==> src/rtl/step_counter_pkg.sv <==
// Shared types for the step counter unit.
package step_counter_pkg;
    // Control packet carried from the activation edge to the write edge.
    typedef struct packed {
        logic add_self;
        logic step_one;
        logic step_ext;
        logic gate_en;
    } step_ctrl_t;
endpackage

==> src/rtl/sc_packet_stage.sv <==
// Latches the control packet and external value on the activation edge.
// Assumes: synchronous active-low reset; one activation per edge at most.
module sc_packet_stage
    import step_counter_pkg::*;
#(
    parameter int WIDTH = 16
) (
    input  logic             clk,
    input  logic             rst_n,
    input  logic             act,
    input  step_ctrl_t       ctrl_in,
    input  logic [WIDTH-1:0] ext_in,
    output logic             stg_vld,
    output step_ctrl_t       stg_ctrl,
    output logic [WIDTH-1:0] stg_ext
);
    // Capture the packet when strobed; the valid flag lasts one cycle.
    always_ff @(posedge clk) begin
        if (!rst_n) begin
            stg_vld  <= 1'b0;
            stg_ctrl <= '0;
            stg_ext  <= '0;
        end else begin
            stg_vld <= act;
            if (act) begin
                stg_ctrl <= ctrl_in;
                stg_ext  <= ext_in;
            end
        end
    end

    AST_VLD_FOLLOWS_ACT: assert property (@(posedge clk) disable iff (!rst_n)
        act |=> stg_vld);
endmodule

==> src/rtl/sc_operand_sel.sv <==
// Picks the two adder operands from the latched packet.
// Assumes: the external step has priority over the constant one.
module sc_operand_sel
    import step_counter_pkg::*;
#(
    parameter int WIDTH = 16
) (
    input  step_ctrl_t       stg_ctrl,
    input  logic [WIDTH-1:0] count,
    input  logic [WIDTH-1:0] stg_ext,
    output logic [WIDTH-1:0] op_a,
    output logic [WIDTH-1:0] op_b
);
    localparam logic [WIDTH-1:0] ONE = WIDTH'(1);

    // First operand: the count itself, or zero so that the packet loads a value.
    always_comb op_a = stg_ctrl.add_self ? count : '0;

    // Second operand: external, else one, else zero.
    always_comb begin
        if (stg_ctrl.step_ext)      op_b = stg_ext;
        else if (stg_ctrl.step_one) op_b = ONE;
        else                        op_b = '0;
    end

    AST_EXT_PRIORITY: assert final (!(stg_ctrl.step_ext) || op_b == stg_ext);
endmodule

==> src/rtl/sc_accum_reg.sv <==
// Adds the operands, writes the count and drives the gated sum output.
// Assumes: the sum wraps at 2^WIDTH; the gated output is zero when idle.
module sc_accum_reg #(
    parameter int WIDTH = 16
) (
    input  logic             clk,
    input  logic             rst_n,
    input  logic             stg_vld,
    input  logic             gate_en,
    input  logic [WIDTH-1:0] op_a,
    input  logic [WIDTH-1:0] op_b,
    output logic [WIDTH-1:0] count,
    output logic [WIDTH-1:0] gate_out
);
    logic [WIDTH-1:0] sum;

    // Modulo adder for the write-back value.
    always_comb sum = op_a + op_b;

    // Write the count on every activation; otherwise hold it.
    always_ff @(posedge clk) begin
        if (!rst_n)       count <= '0;
        else if (stg_vld) count <= sum;
    end

    // Present the sum on the gated output for one cycle when enabled.
    always_ff @(posedge clk) begin
        if (!rst_n)                  gate_out <= '0;
        else if (stg_vld && gate_en) gate_out <= sum;
        else                         gate_out <= '0;
    end

    AST_RESET_CLEARS: assert property (@(posedge clk)
        !rst_n |=> (count == '0 && gate_out == '0));
    AST_HOLD_IDLE: assert property (@(posedge clk) disable iff (!rst_n)
        !stg_vld |=> $stable(count));
    AST_GATE_QUIET: assert property (@(posedge clk) disable iff (!rst_n)
        !(stg_vld && gate_en) |=> gate_out == '0);
    AST_GATE_MATCH: assert property (@(posedge clk) disable iff (!rst_n)
        (stg_vld && gate_en) |=> gate_out == count);
endmodule

==> src/rtl/step_counter_unit.sv <==
// Top of the step counter: a packet stage, an operand selector and the accumulating register.
// Assumes: control fields are sampled only while act is high.
module step_counter_unit
    import step_counter_pkg::*;
#(
    parameter int WIDTH = 16
) (
    input  logic             clk,
    input  logic             rst_n,
    input  logic             act,
    input  logic             ctl_add_self,
    input  logic             ctl_step_one,
    input  logic             ctl_step_ext,
    input  logic             ctl_gate_en,
    input  logic [WIDTH-1:0] ext_val,
    output logic [WIDTH-1:0] cnt_q,
    output logic [WIDTH-1:0] gate_q
);
    step_ctrl_t       ctrl_in;
    step_ctrl_t       stg_ctrl;
    logic             stg_vld;
    logic [WIDTH-1:0] stg_ext;
    logic [WIDTH-1:0] op_a;
    logic [WIDTH-1:0] op_b;

    // Pack the loose control pins into the packet type.
    always_comb ctrl_in = '{add_self: ctl_add_self, step_one: ctl_step_one,
                            step_ext: ctl_step_ext, gate_en: ctl_gate_en};

    sc_packet_stage #(.WIDTH(WIDTH)) u_stage (
        .clk(clk), .rst_n(rst_n), .act(act), .ctrl_in(ctrl_in), .ext_in(ext_val),
        .stg_vld(stg_vld), .stg_ctrl(stg_ctrl), .stg_ext(stg_ext)
    );

    sc_operand_sel #(.WIDTH(WIDTH)) u_sel (
        .stg_ctrl(stg_ctrl), .count(cnt_q), .stg_ext(stg_ext),
        .op_a(op_a), .op_b(op_b)
    );

    sc_accum_reg #(.WIDTH(WIDTH)) u_acc (
        .clk(clk), .rst_n(rst_n), .stg_vld(stg_vld), .gate_en(stg_ctrl.gate_en),
        .op_a(op_a), .op_b(op_b), .count(cnt_q), .gate_out(gate_q)
    );

    AST_INC_STEP: assert property (@(posedge clk) disable iff (!rst_n)
        (act && ctl_add_self && ctl_step_one && !ctl_step_ext)
        |=> ##1 cnt_q == $past(cnt_q) + WIDTH'(1));
endmodule

==> config.mk <==
export PLATFORM = sky130hd
export DESIGN_NAME = step_counter_unit
export DESIGN_NICKNAME = d
export VERILOG_FILES = /design/src/rtl/step_counter_pkg.sv /design/src/rtl/sc_packet_stage.sv /design/src/rtl/sc_operand_sel.sv /design/src/rtl/sc_accum_reg.sv /design/src/rtl/step_counter_unit.sv
export SDC_FILE = /design/constraint.sdc
export NUM_CORES = 1
export LEC_CHECK = 0
export CAP_MARGIN = 40
export CORE_ASPECT_RATIO = 0.8
export CORE_MARGIN = 3
export CORE_UTILIZATION = 46
export CTS_CLUSTER_SIZE = 10
export DETAILED_ROUTE_END_ITERATION = 8
export PLACE_DENSITY_LB_ADDON = 0.05
export SETUP_SLACK_MARGIN = 0.1
export SKIP_LAST_GASP = 1
export SYNTH_ARGS = -nofsm -noshare
export SYNTH_HDL_FRONTEND = slang
export SYNTH_SLANG_ARGS = --single-unit
==> constraint.sdc <==
create_clock -name clk -period 2.6 [get_ports clk]
set_input_delay 0.52 -clock clk [delete_from_list [all_inputs] [get_ports clk]]
set_output_delay 0.52 -clock clk [all_outputs]
set_load 0.02 [all_outputs]
==> results.md, run 1 <==
- Relative slew slack: 75.3%
- Primary FF master, synth: dfxtp_1
- Power density over the cells: 416 nW/um2
- Post-Synth Adder-Cell Area: 7.63%
- Post-route minimum period: 2.43 ns
- Slowest-stage cell, CP: or3_1
- Max Fclk: 0.412 GHz
- Largest net degree at the start of global routing: 22
- Max-cap violations: 0
- Critical Path Start Type: flop
- CP Max Fanout: 16
- Total track usage: 19.1%
- Area after DPL: 3430 um2
- PortBufs: 54
- Leakage: 1.54 nW
- CP delay by family, top: simple AND/OR/NAND/NOR gates
- Fraction of registers with async set/reset: 0%
- Initial core utilization: 48.7%
- ANT nets after route: 0
- Clk_skew: 0.00556 ns
- Number of flops mapped to enable cells by yosys: 0
- Die W: 92.0 um
- Routed vias/inst: 5.16
- Fraction of layout cells with a size suffix above 1: 12.9%
- Worst reg-to-reg path cell count: 9
- Hold Path Depth: 2
- Warnings from Yosys: 0
- NumNets Final: 410
- Root buffer cell: clkbuf_8
- TritonCTS Buffers: 5
- Mean Syn Cell Area: 8.95 um2
- Compound-Gate Fraction of Synth Area: 13.5%
- DRC: 0
- Kind of end point of the critical path: flop
- RSZ-0062 raised after global routing: true
- Mux share of post-synthesis cell area: 10.2%
- Placeable Area: 5590 um2
- Hold Buf Count CTS: 0
- Hold Fails Final Rpt: 0
- First-pass GRT wire length: 10.5 mm
- Post-Synth XOR/XNOR Area: 4.18%
- Area Overhead vs Synth: 34.3%
- Crit Path Category: reg2reg
- Critical-path cell list: buf_4, and2_1, ha_1, nand4_1, or3_1, a21o_1, nand2_2, mux2_4, a211oi_2
- Setup violators final: 0
- Largest family of logic cells by synthesized area: simple AND/OR/NAND/NOR gates
- Mapped Area: 2720 um2
- Rows: 24
- DRT Pass-1 Iters: 4
- Fill count: 493
- Reg clk slew, reported paths: 0.09 ns
- Initial antenna violation count: 0
- Syn Inst Count: 304
- Setup TNS: 0 ns
- Design area: 3650 um2
- TritonCTS Sinks: 53
- Worst Hold Launch: u_acc.count[10]
- Via count: 2324
- Vias in the first global route: 2233
- Initial detailed-routing violation count: 80
- Clock latency on the worst-skew pair: 0.31 ns
- R2r startpoint: u_stage.stg_ctrl[1]
- Tcrit/Tclk final: 93.4%
- Ports: 55
- Die Y: 74.8 um
- Crit path buffers/inverters: 1
- Flops & latches, synth: 53
- Crit path DAT: 2.67 ns
- Hold slack: 0.492 ns
- Min-delay worst type: reg2reg
- Reg-to-Reg End: u_acc.count[15]
- Hold Path End: u_acc.count[10]
- Gr ovfl total: 0
- Die Area: 6880 um2
- Largest stage delay, worst path: 0.40 ns
- Sequential fraction of the synthesis area: 39.0%
- GP Congestion: 0.893
- Final WL: 6.42 mm
- Antenna diodes: 0
- Maximum vdd drop: 0.000221 V
- Max Slew Vio Count: 0
- Outcome: finished, final reports clean
- Syn nets: 343
- Yosys cell types: 43
- Routed len/inst: 14.3 um
- R2R Setup Slk: 0.17 ns
- Synth Area in Simple Gates: 22.9%
- Critical Path RT: 2.84 ns
- HPWL Detailed: 4.79 mm
- CTS H-tree depth: 2
- Actual slew at the worst max-slew pin: 0.369 ns
- CTS tree: done
- Max clock buf depth: 2
[sequential cells by signal (all words and copies together), names as in the netlist]
| signal | flops |
|---|---|
| u_stage.stg_vld | 1 |
| u_stage.stg_ext | 16 |
| u_stage.stg_ctrl | 4 |
| u_acc.gate_out | 16 |
| u_acc.count | 16 |
[worst max-delay path by stage]
stage	startpoint	to	cells after the start
after floorplan	u_stage.stg_ctrl[1]	u_acc.count[10]	9
after global placement	u_stage.stg_ctrl[1]	u_acc.count[10]	9
after detailed placement	u_stage.stg_ctrl[1]	u_acc.count[10]	9
after CTS	u_stage.stg_ctrl[1]	u_acc.count[15]	9
after global routing	u_stage.stg_ctrl[1]	u_acc.count[15]	9
final	u_stage.stg_ctrl[1]	u_acc.count[15]	9
[cells in the mapped netlist, drive strengths merged, types with 2 or more instances]
cell | n | area, um2
and2 | 35 | 219
xor2 | 6 | 52.6
nor3b | 2 | 15.0
or3 | 3 | 18.8
dfxtp | 53 | 1060
nand2 | 18 | 70.1
inv | 4 | 15.0
clkbuf | 9 | 37.5
mux2 | 2 | 26.3
and3 | 6 | 38.8
nor2 | 48 | 180
o21ai | 12 | 60.1
ha | 15 | 188
a31oi | 2 | 12.5
nor2b | 4 | 25.0
nand4 | 2 | 12.5
xnor2 | 7 | 61.3
nand3b | 2 | 15.0
nand3 | 4 | 20.0
a21o | 7 | 52.6
a21oi | 14 | 77.6
buf | 4 | 18.8
o21a | 3 | 22.5
a211oi | 5 | 42.5
o21bai | 2 | 15.0
mux2i | 25 | 250
[metal layers]
metal | global-route usage, % | wire length [um] | vias up
li1 | - | - | 1173
met1 | 26.8 | 3220 | 1082
met2 | 29.9 | 2800 | 63
met3 | 4.10 | 338 | 6
met4 | 6.10 | 66 | 0
met5 | 0 | 0 | -
[per-stage QoR]
step	utilization [%]	setup WS [ns]	power (W)	cells
final	65.4	0.173	0.00152	450
after global routing	65.4	0.0562	0.00158	450
after CTS	64.0	0.131	0.00153	447
after detailed placement	61.5	-0.0670	0.00103	438
after global placement	61.5	0.00161	0.00102	438
after floorplan	-	0.126	0.000950	304
[repair_timing]
item / in CTS / in global routing
endpoints found under the hold margin: 0 / 0
setup endpoints to repair: 9 / 12
pin swaps: 1 / 7
cloned: 0 / 0
setup buffers: 1 / 3
resized for setup: 5 / 13
[final cells by class]
type	instances	area, um2	area share, %
Tap cell	78	97.6	2.67
Inverter	4	15.0	0.411
Timing Repair Buffer	73	696	19.0
Multi-Input combinational cell	234	1680	46.0
Clock buffer	7	96.3	2.64
Sequential cell	53	1060	29.1
Clock inverter	1	5.00	0.137
[worst register-to-register path, cell delays in order (launching register included)]
cell and delay [ns]:
dfxtp_2 0.33, buf_4 0.18, and2_1 0.18, ha_1 0.32, nand4_1 0.15, or3_1 0.40, a21o_1 0.22, nand2_2 0.09
mux2_4 0.30, a211oi_2 0.19
[power breakdown]
part           leakage (nW)  internal (W)  switching, W
Clock                0.0542      0.000241      0.000270
Combinational          1.06     0.0000848     0.0000752
Sequential            0.432      0.000834     0.0000157
Total                  1.54       0.00116      0.000361
[cells in the final DEF (no fill, tap or decap), drive strengths merged, types with 12 or more instances in the layout]
cell / instances
a21oi: 14
and2: 35
buf: 19
clkdlybuf4s50: 54
dfxtp: 53
ha: 15
mux2i: 25
nand2: 18
nor2: 48
o21ai: 12
[kinds of logic (layout without fill, tap and decap cells)]
family	after synthesis	count (layout)
multiplexers	27	27
XOR/XNOR	13	13
AO/OA/AOI/OAI	53	53
AND/OR/NAND/NOR	125	125
adder cells (fa/ha/maj)	16	16
buffers and inverters	17	85
flip-flops	53	53
Note: power is estimated with default switching activity, not from simulation.
==> run 2, diff against run 1 <==
Settings changed: MAX_ROUTING_LAYER set to met4, SETUP_SLACK_MARGIN 0.1 to 0.05.
==> results.md, run 2 (synthesized netlist as in run 1, its figures left out) <==
- Outcome: finished, final reports clean
- Commonest non-fill, non-tap cell in the layout: clkdlybuf4s50_1
- Clk_skew: 0.0133 ns
- Max Slew Vio Count: 0
- Gr ovfl total: 0
- Via count: 2283
- CTS tree: done
- Ports: 55
- Final Power: 0.00147 W
- Hold Fails Final Rpt: 0
- TritonCTS Buffers: 5
- HPWL Detailed: 4.72 mm
- Routed len/inst: 14.0 um
- Final worst setup slack: 0.179 ns
- Area after DPL: 3440 um2
- Initial detailed-routing violation count: 97
- Hold slack: 0.488 ns
- Final WL: 6.30 mm
- Max Fclk: 0.413 GHz
- Slowest-stage cell, CP: or3_1
- Actual slew at the worst max-slew pin: 0.547 ns
- Place WS: -0.0811 ns
- Antenna diodes: 0
- Die Y: 74.8 um
- Total track usage: 20.3%
- CP delay by family, top: simple AND/OR/NAND/NOR gates
- CP Max Fanout: 16
- Die W: 92.0 um
- DRT Pass-1 Iters: 4
- Biggest registers after layout: u_acc.count x16, u_acc.gate_out x16, u_stage.stg_ext x16
- CTS H-tree depth: 2
- Maximum vdd drop: 0.000265 V
- Die Area: 6880 um2
- Setup violators final: 0
- Max clock buf depth: 2
- Root buffer cell: clkbuf_8
- Largest net degree at the start of global routing: 22
- Relative slew slack: 63.4%
- Critical Path Start Type: flop
- Placeable Area: 5590 um2
- Initial core utilization: 48.7%
- Rows: 24
- Max-cap violations: 0
- Power density over the cells: 408 nW/um2
- Vias in the first global route: 2176
- NumNets Final: 409
- Critical Path RT: 2.84 ns
- First-pass GRT wire length: 10.8 mm
- Fraction of layout cells with a size suffix above 1: 12.1%
- Clock latency on the worst-skew pair: 0.31 ns
- Design area: 3610 um2
- Crit path buffers/inverters: 1
- Reg clk slew, reported paths: 0.10 ns
- Crit Path Category: reg2reg
- TritonCTS Sinks: 53
- Tcrit/Tclk final: 93.1%
- Post-route minimum period: 2.42 ns
- PortBufs: 54
- Leakage: 1.52 nW
- DRC: 0
- Critical-path cell list: buf_4, and2_1, ha_4, nand4_1, or3_1, a21o_1, nand2_2, mux2_4, a211oi_2
- Crit path DAT: 2.66 ns
- Initial antenna violation count: 0
- RSZ-0062 raised after global routing: false
- Largest stage delay, worst path: 0.39 ns
- ANT nets after route: 0
- Layout Utilization: 64.7%
- GP Congestion: 0.849
- Leading cell types in the layout, fill and taps excluded: clkdlybuf4s50_1, dfxtp_1, nor2_1, and2_1, mux2i_1
- Routed vias/inst: 5.08
- Kind of end point of the critical path: flop
- Area Overhead vs Synth: 32.8%
- Min-delay worst type: reg2reg
==> run 2: changes by cell type in the layout (fill, tap and decap cells not counted), sizes merged <==
cell	previous run	this run
clkbuf	7	5
buf	19	18
clkinv	1	2
clkinvlp	0	1
==> run 2: worst paths after layout <==
check | cells past startpoint | startpoint | endpoint | slack [ns]
worst max register to register | 9 | u_stage.stg_ctrl[1] | u_acc.count[15] | 0.18
worst min-delay path | 2 | u_acc.count[11] | u_acc.count[11] | 0.49
worst max-delay path | 9 | u_stage.stg_ctrl[1] | u_acc.count[15] | 0.18
worst min register to register | 2 | u_acc.count[11] | u_acc.count[11] | 0.49
==> run 2: power by group <==
| part | switching (W) | internal [W] |
|---|---|---|
| combinational | 0.0000741 | 0.0000835 |
| clock | 0.000279 | 0.000187 |
| sequential | 0.0000148 | 0.000835 |
| total | 0.000368 | 0.00110 |
==> run 2: stage by stage <==
step,setup TNS [ns],cells
floorplan,0,304
global placement,-0.0113,439
detailed placement,-0.247,439
finish,0,449
global route,0,449
CTS,0,447
==> run 2: cell type report <==
| type | count | area (um2) |
|---|---|---|
| Clock buffer | 5 | 68.8 |
| Clock inverter | 3 | 17.5 |
| Fill cell | 511 | 1970 |
| Inverter | 4 | 15.0 |
| Multi-Input combinational cell | 234 | 1660 |
| Sequential cell | 53 | 1060 |
| Tap cell | 78 | 97.6 |
| Timing Repair Buffer | 72 | 688 |
==> run 2: metal layers <==
layer / routed length, um / part of all wire [%] / vias up / track usage [%]
li1: - / - / 1175 / -
met1: 3250 / 52 / 1054 / 28.7
met2: 2710 / 43 / 47 / 30.3
met3: 286 / 4.5 / 7 / 3.80
met4: 59 / 0.94 / 0 / 4.94
met5: 0 / 0 / - / -
==> run 2: worst reg2reg max path, delay by kind of cell, from the launching register on <==
| family | cells | cell delay, ns |
|---|---|---|
| buffers and inverters | 1 | 0.18 |
| AO/OA/AOI/OAI | 2 | 0.40 |
| flip-flops | 1 | 0.33 |
| adder cells (fa/ha/maj) | 1 | 0.31 |
| AND/OR/NAND/NOR | 4 | 0.82 |
| multiplexers | 1 | 0.30 |
==> run 2: repair_timing <==
item,CTS,global route
resized for setup,3,16
endpoints found under the setup margin,4,13
hold buffers,0,0
pin swaps,0,7
setup buffers,0,2
